$ cat src/rtl/wrg_pkg.sv
package wrg_pkg;
  typedef enum logic [1:0] {
    OP_READ  = 2'd0,
    OP_WRITE = 2'd1,
    OP_PRE   = 2'd2,
    OP_ACT   = 2'd3
  } cmd_op_e;

  typedef enum logic [1:0] {
    EV_NONE  = 2'd0,
    EV_WRITE = 2'd1,
    EV_CUT   = 2'd2,
    EV_PRE   = 2'd3
  } bank_ev_e;
endpackage

$ cat src/rtl/wrg_mask_calc.sv
module wrg_mask_calc #(
  parameter int MAXP   = 8,
  parameter int T_W    = 4,
  parameter int PAIR_W = 4,
  parameter int P_W    = 6
) (
  input  logic [P_W-1:0]    pidx,
  input  logic [T_W-1:0]    win,
  input  logic [PAIR_W-1:0] wlen,
  output logic [MAXP-1:0]   bits,
  output logic [P_W-1:0]    first
);
  // first pair that falls inside the recovery window of the cutting command
  assign first = (pidx >= P_W'(win)) ? pidx - P_W'(win) : '0;

  for (genvar k = 0; k < MAXP; k++) begin : g_pair
    assign bits[k] = (P_W'(k) >= first) && (PAIR_W'(k) < wlen);
  end
endmodule

$ cat src/rtl/wrg_bank_track.sv
module wrg_bank_track
  import wrg_pkg::*;
#(
  parameter int T_W    = 4,
  parameter int PAIR_W = 4,
  parameter int P_W    = 6
) (
  input  logic              clk,
  input  logic              rst,
  input  bank_ev_e          ev,
  input  logic [PAIR_W-1:0] ev_len,
  input  logic              ev_ap,
  input  logic [T_W-1:0]    t_wr,
  input  logic [T_W-1:0]    t_rp,
  output logic [P_W-1:0]    pidx,
  output logic [PAIR_W-1:0] wlen,
  output logic              busy
);
  localparam logic [P_W-1:0] P_MAX = '1;

  logic           ap_pend;
  logic [T_W-1:0] rp_cnt;
  logic [T_W-1:0] rp_load;
  logic           ap_fire;

  assign ap_fire = ap_pend && (pidx >= P_W'(wlen) + P_W'(t_wr));
  assign rp_load = (t_rp == '0) ? '0 : t_rp - T_W'(1);
  assign busy    = ap_pend || (rp_cnt != '0);

  always_ff @(posedge clk) begin
    if (rst) begin
      pidx    <= '0;
      wlen    <= '0;
      ap_pend <= 1'b0;
      rp_cnt  <= '0;
    end else begin
      if (rp_cnt != '0) rp_cnt <= rp_cnt - T_W'(1);
      if (pidx != P_MAX) pidx <= pidx + P_W'(1);
      if (ap_fire) begin
        ap_pend <= 1'b0;
        wlen    <= '0;
        rp_cnt  <= rp_load;
      end
      case (ev)
        EV_WRITE: begin
          pidx    <= '0;
          wlen    <= ev_len;
          ap_pend <= ev_ap;
        end
        EV_CUT: wlen <= ev_len;
        EV_PRE: begin
          wlen   <= '0;
          rp_cnt <= rp_load;
        end
        default: ;
      endcase
    end
  end


  write_load_chk: assert property (@(posedge clk) disable iff (rst)
    (ev == EV_WRITE) |=> (pidx == '0 && wlen == $past(ev_len)));


  ap_hold_chk: assert property (@(posedge clk) disable iff (rst)
    (ap_pend && (pidx < P_W'(wlen) + P_W'(t_wr))) |=> busy);


  pre_busy_chk: assert property (@(posedge clk) disable iff (rst)
    (ev == EV_PRE && t_rp > T_W'(1)) |=> busy);


  pre_clear_chk: assert property (@(posedge clk) disable iff (rst)
    (ev == EV_PRE) |=> (wlen == '0));
endmodule

$ cat src/rtl/wr_recovery_guard.sv
module wr_recovery_guard
  import wrg_pkg::*;
#(
  parameter int NB   = 4,
  parameter int MAXP = 8,
  parameter int T_W  = 4,
  localparam int BANK_W = $clog2(NB),
  localparam int PAIR_W = $clog2(MAXP + 1),
  localparam int P_W    = $clog2(MAXP + (1 << T_W)) + 1
) (
  input  logic              clk,
  input  logic              rst,
  input  logic              cmd_valid,
  input  logic [1:0]        cmd_op,
  input  logic [BANK_W-1:0] cmd_bank,
  input  logic              cmd_trunc,
  input  logic              cmd_ap,
  input  logic [PAIR_W-1:0] cmd_pairs,
  input  logic [T_W-1:0]    t_wtr,
  input  logic [T_W-1:0]    t_wr,
  input  logic [T_W-1:0]    t_rp,
  output logic              cmd_grant,
  output logic              mask_valid,
  output logic [BANK_W-1:0] mask_bank,
  output logic [MAXP-1:0]   mask_bits
);
  cmd_op_e           op;
  logic [P_W-1:0]    pidx_a [NB];
  logic [PAIR_W-1:0] wlen_a [NB];
  logic [NB-1:0]     busy_a;
  bank_ev_e          ev_a   [NB];

  logic [T_W-1:0]    win;
  logic [MAXP-1:0]   mbits;
  logic [P_W-1:0]    first;
  logic              mask_any;
  logic              rw_op;
  logic              legal;
  bank_ev_e          ev_sel;
  logic [PAIR_W-1:0] ev_len;

  assign op  = cmd_op_e'(cmd_op);
  assign win = (op == OP_READ) ? t_wtr : t_wr;

  wrg_mask_calc #(
    .MAXP(MAXP), .T_W(T_W), .PAIR_W(PAIR_W), .P_W(P_W)
  ) mask_i (
    .pidx  (pidx_a[cmd_bank]),
    .win   (win),
    .wlen  (wlen_a[cmd_bank]),
    .bits  (mbits),
    .first (first)
  );

  assign mask_any  = |mbits;
  assign rw_op     = (op == OP_READ) || (op == OP_PRE);
  assign legal     = !busy_a[cmd_bank] && (!rw_op || cmd_trunc || !mask_any);
  assign cmd_grant = cmd_valid && legal;

  always_comb begin
    case (op)
      OP_WRITE: ev_sel = EV_WRITE;
      OP_PRE:   ev_sel = EV_PRE;
      OP_READ:  ev_sel = mask_any ? EV_CUT : EV_NONE;
      default:  ev_sel = EV_NONE;
    endcase
  end

  assign ev_len = (op == OP_WRITE) ? cmd_pairs : PAIR_W'(first);

  for (genvar b = 0; b < NB; b++) begin : g_bank
    assign ev_a[b] = (cmd_grant && cmd_bank == BANK_W'(b)) ? ev_sel : EV_NONE;

    wrg_bank_track #(
      .T_W(T_W), .PAIR_W(PAIR_W), .P_W(P_W)
    ) trk_i (
      .clk    (clk),
      .rst    (rst),
      .ev     (ev_a[b]),
      .ev_len (ev_len),
      .ev_ap  (cmd_ap),
      .t_wr   (t_wr),
      .t_rp   (t_rp),
      .pidx   (pidx_a[b]),
      .wlen   (wlen_a[b]),
      .busy   (busy_a[b])
    );
  end

  always_ff @(posedge clk) begin
    if (rst) begin
      mask_valid <= 1'b0;
      mask_bank  <= '0;
      mask_bits  <= '0;
    end else begin
      mask_valid <= cmd_grant && rw_op && mask_any;
      mask_bank  <= cmd_bank;
      mask_bits  <= (cmd_grant && rw_op) ? mbits : '0;
    end
  end


  mask_nonzero_chk: assert property (@(posedge clk) disable iff (rst)
    mask_valid |-> (mask_bits != '0));


  mask_cause_chk: assert property (@(posedge clk) disable iff (rst)
    mask_valid |-> $past(cmd_grant));


  plain_read_nomask_chk: assert property (@(posedge clk) disable iff (rst)
    (cmd_grant && op == OP_READ && !cmd_trunc) |=> !mask_valid);


  plain_pre_nomask_chk: assert property (@(posedge clk) disable iff (rst)
    (cmd_grant && op == OP_PRE && !cmd_trunc) |=> !mask_valid);
endmodule

$ cat config.mk
export PLATFORM = sky130hd
export DESIGN_NAME = wr_recovery_guard
export DESIGN_NICKNAME = d
export VERILOG_FILES = /design/src/rtl/wrg_pkg.sv /design/src/rtl/wrg_mask_calc.sv /design/src/rtl/wrg_bank_track.sv /design/src/rtl/wr_recovery_guard.sv
export SDC_FILE = /design/constraint.sdc
export NUM_CORES = 1
export LEC_CHECK = 0
export ABC_AREA = 1
export BUFFER_PORTS_ARGS = -buffer_cell sky130_fd_sc_hd__buf_2
export CAP_MARGIN = 20
export CORE_MARGIN = 2
export CORE_UTILIZATION = 30
export DETAILED_ROUTE_END_ITERATION = 10
export PLACE_DENSITY = 0.43
export SLEW_MARGIN = 20
export SYNTH_ARGS = -nofsm -noshare
export SYNTH_HDL_FRONTEND = slang
export SYNTH_HIERARCHICAL = 1
export SYNTH_SLANG_ARGS = --single-unit
$ cat constraint.sdc
create_clock -name clk -period 4.1 [get_ports clk]
set_clock_uncertainty 0.1 [all_clocks]
set_input_delay 0.205 -clock clk [delete_from_list [all_inputs] [get_ports clk]]
set_output_delay 0.205 -clock clk [all_outputs]
set_load 0.01 [all_outputs]
* After elaboration in Yosys (flattened, before gate mapping)
Index checks and enable logic that the tools add are counted.
W data, S select, Z words.
** Word-level totals
- Bits in registers :: 71
- Output and inout bits :: 12
- Logic and storage cells :: 184
** Cells by class
- Add/subtract/negate cells :: 14
- $lt $le $gt $ge :: 23
- Equality and inequality tests :: 21
- Multiplexer cells :: 46
- Bitwise operators :: 2
- Reduce and logical (&&, ||, !) cells :: 59
** Operators by type and width (number)
- $mux W4 :: 21
- $pmux W4 S2 :: 4
- $add A6 B1 Y6 const B :: 4
- $ge A3 B6 Y1 const A :: 4
- $ge A6 B6 Y1 :: 4
- $ne A6 B6 Y1 const B :: 4
- $reduce_bool A3 Y1 :: 8
- $eq A2 B2 Y1 const B :: 11
- $add A4 B4 Y5 :: 4
- $logic_and A1 B1 Y1 :: 20
- $sub A4 B1 Y4 const B :: 5
- $mux W6 :: 3
- $reduce_or A2 Y1 :: 9
- $lt A3 B4 Y1 const A :: 4
- $reduce_bool A4 Y1 :: 4
- $bmux W6 S2 :: 1
- $eq A2 B1 Y1 const B :: 6
- $ge A1 B6 Y1 const A :: 2
- $ge A2 B6 Y1 const A :: 2
- $mux W2 :: 5
- $mux W1 :: 9
- $bmux W4 S2 :: 1
- $lt A1 B4 Y1 const A :: 2
- $lt A2 B4 Y1 const A :: 2
- 14 further kinds :: 26

* Logic depth before layout (Yosys ltp)
- Depth after elaboration :: 18
- Mapped depth :: 32

* By module
Netlist, hierarchy kept.
** By module, submodules not included
- wrg_bank_track :: instances 4, cells an instance 145, area an instance 1049.8 um^2, sequential area each 300.3 um^2
- wr_recovery_guard :: instances 1, cells an instance 136, area an instance 865.8 um^2, sequential area each 220.2 um^2
- wrg_mask_calc :: instances 1, cells an instance 90, area an instance 500.5 um^2, sequential area each 0.0 um^2

* Least setup slack after synthesis
No wires, ideal clock.
- Kind :: input-to-reg
- From :: input cmd_op[1]
- To :: register g_bank[0].trk_i.rp_cnt[3]
- Arrival time :: 3.300 ns
- Required time :: 3.886 ns
- Slack :: 0.586 ns
- Stages :: 26
- Path buffers :: 0
- Cell sequence :: inv_1 > ha_1 > mux2_2 > ha_1 > inv_1 > fa_1 > nand3_2 > inv_1 > nor2_2 > nand2_4 > nand3_2 > nand2_2 > inv_4 > nand2_2 > nor2_1 > nor2_1 > nand2_1 > o21ai_2 > nand3_1 > nor2_1 > ha_1 > clkinv_1 > nand2_4 > o21ai_2 > nand2_1 > nor2_2
** RTL lines
- from (decl) :: RTL line wr_recovery_guard.sv:14 : input logic [1:0] cmd_op,
- to (signal assigned) :: RTL line wrg_bank_track.sv:37 : if (rp_cnt != '0) rp_cnt <= rp_cnt - T_W'(1);
- to (signal assigned) :: RTL line wrg_bank_track.sv:42 : rp_cnt <= rp_load;
- to (signal assigned) :: RTL line wrg_bank_track.sv:53 : rp_cnt <= rp_load;
- to (decl) :: RTL line wrg_bank_track.sv:22 : logic [T_W-1:0] rp_cnt;

==> flow_metrics.env <==
export IMPL_arrival_ps=3880
export IMPL_clk_pin_slew_ps=60
export IMPL_p_switching_mw=0.8989
export IMPL_crit_buf_inv=6
export IMPL_syn_avg_cell_area_um2=6.913
export IMPL_cts_root_buf="clkbuf_16"
export IMPL_cts_sinks=71
export IMPL_drt_iter0_drc=247
export IMPL_syn_nets=897
export IMPL_placed_area_um2=6143
export IMPL_clkPwrFrac_pct=33.2
export IMPL_nNetsFinal=957
export IMPL_p_sw_share_pct=35.28
export IMPL_cp_slowest_cell="fa_1"
export IMPL_internal_power_mw=1.649
export IMPL_cap_violations=0
export IMPL_clk_latency_ps=350
export IMPL_end_kind="register"
export IMPL_syn_area_um2=5558
export IMPL_crit_fanout=9
export IMPL_antenna_found_initial=0
export IMPL_coreArea_um2=18090
export IMPL_via_per_inst=4.645
export IMPL_critPathMostFrequentCell="nor2_1"
export IMPL_tightest_slew_ps=738.6
export IMPL_portBuffers=36
export IMPL_wl_per_cell_um=14.18
export IMPL_drc=5
export IMPL_area_delta_synth_final_pct=16.52
export IMPL_synthCells=804
export IMPL_cts_tree="yes"
export IMPL_grt_max_degree=36
export IMPL_setup_tns_ps=0
export IMPL_post_route_util_pct=35.81
export IMPL_rsz0062_at_grt="no"
export IMPL_dp_hpwl_um=12490
export IMPL_io_pins=37
export IMPL_diodes=0
export IMPL_grt_ovfl_total=0
export IMPL_routabilityCongestion=0.8280
export IMPL_slew_headroom_pct=50.76
export IMPL_vdd_drop_max_mv=0.2042
export IMPL_fmax_mhz=266.0
export IMPL_initial_core_util_pct=30.73
export IMPL_grt_pass1_vias=4854
export IMPL_numCtsBuffers=9
export IMPL_p_per_area_nw_per_um2=393.4
export IMPL_cts_buffer_depth=2
export IMPL_finalMaxSlewViolations=0
export IMPL_vias=5100
export IMPL_die_w_um=140.1
export IMPL_crit_type="reg2reg"
export IMPL_hold_path_class="in2reg"
export IMPL_grt_usage_pct=16.51
export IMPL_status="finished, violations left"
export IMPL_required_ps=4220
export IMPL_final_layout_size_suffix_gt1_share_pct=16.34
export IMPL_postCtsHoldBufs=0
export IMPL_first_pass_iters=7
export IMPL_fin_cells=1098
export IMPL_setup_viol=0
export IMPL_cp_top_family="simple AND/OR/NAND/NOR gates"
export IMPL_setup_worst_path_start_class="register"
export IMPL_seqPwrFrac_pct=32.6
export IMPL_yosysWarnings=6
export IMPL_totalWireLength_um=15570
export IMPL_combPwrFrac_pct=34.3
export IMPL_placedCellCount=1082
export IMPL_fp_row_count=49
export IMPL_die_area_um2=19630
export IMPL_grt_pass1_wl_um=25270
export IMPL_die_y_um=140.1
export IMPL_fill_cells=1927
export IMPL_stdcell_area_um2=6476
export IMPL_cts_max_level=3
export IMPL_ctsResizeCount=0
export IMPL_drtAntennaViolNets=0
export IMPL_hold_viol_final=0
export IMPL_leakagePower_nw=3.101
export IMPL_min_period_ps=3760
export IMPL_fin_crit_sh_pct=91.70
export IMPL_post_cts_setup_buffers=0
export IMPL_slowest_delay_ps=410
export IMPL_violations="design-rule violations"
-- sequential cells by signal (all words and copies together) (netlist names) --
name and cells:
g_bank.trk_i/wlen 16, mask_bank 2, mask_valid 1, mask_bits 8, g_bank.trk_i/rp_cnt 16, g_bank.trk_i/ap_pend 4, g_bank.trk_i/pidx 24
-- tightest hold or removal path, stage by stage --
cell and delay [ps]:
buf_2 140, inv_1 60, nor2_1 30
-- power groups by stage --
stage / combinational, mW / clock [mW] / sequential, mW
floorplan: 0.664 / 0 / 0.829
global placement: 0.886 / 0 / 0.847
detailed placement: 0.875 / 0 / 0.846
CTS: 0.882 / 0.869 / 0.831
global route: 1.02 / 0.898 / 0.840
finish: 0.873 / 0.845 / 0.830
-- area by class of cell --
| cell class | instances | area, um^2 | area share (%) |
|---|---|---|---|
| Timing Repair Buffer | 57 | 337.8 | 5.216 |
| Clock inverter | 2 | 37.54 | 0.5796 |
| Sequential cell | 71 | 1421 | 21.95 |
| Multi-Input combinational cell | 598 | 3628 | 56.03 |
| Inverter | 127 | 490.5 | 7.573 |
| Tap cell | 229 | 286.5 | 4.424 |
| Clock buffer | 14 | 274.0 | 4.231 |
-- metrics by stage --
stage | setup slack, ps | total power, mW | hold WS (ps)
global placement | 73.73 | 1.733 | 397.9
detailed placement | 58.54 | 1.721 | 395.8
floorplan | 586.5 | 1.493 | 176.2
finish | 340.1 | 2.548 | 26.67
CTS | 338.1 | 2.582 | 21.14
global route | 8.128 | 2.759 | 37.34
-- placed cells by master, fill, tap and decap left out, types with 2 or more instances in the layout --
master        n
buf_2        36
o21ai_1      11
a22oi_1       6
mux2_2        8
o21ai_2       4
nand2_4       9
or2_0         4
o21ai_0      23
nand2_1     172
fa_1          5
a31oi_1       5
clkbuf_16     9
a21oi_1      53
clkinvlp_4    4
clkbuf_8      3
dfxtp_1      71
buf_4        21
nand2_2      11
a211oi_1      4
clkbuf_1      2
inv_1       119
nand3_1      55
nor2_1       74
nor2_2       16
nand3_4       2
nor3_1       12
xnor2_1      12
a21oi_2       4
nand4_1      21
inv_2         3
nand3_2       4
or2_2         4
ha_1         63
xor2_1       13
-- layer usage --
layer | GRT usage, % | wire [um] | part of all wire [%] | vias up
met4 | 5.635 | 316 | 2.0 | 0
met5 | 0 | 0 | 0 | -
li1 | - | - | - | 2719
met2 | 26.68 | 6922 | 44 | 87
met1 | 22.21 | 7747 | 50 | 2280
met3 | 3.043 | 587 | 3.8 | 14
-- worst paths after layout --
path	startpoint	end	slack (ps)	cells past startpoint
worst max-delay path	g_bank[1].trk_i/pidx[0]	g_bank[1].trk_i/rp_cnt[3]	340	28
worst min-delay path	cmd_bank[1]	mask_bank[1]	30	3
worst max register to register	g_bank[1].trk_i/pidx[0]	g_bank[1].trk_i/rp_cnt[3]	340	28
worst min register to register	g_bank[3].trk_i/pidx[4]	g_bank[3].trk_i/pidx[4]	430	2
(Power assumes the default switching activity.)
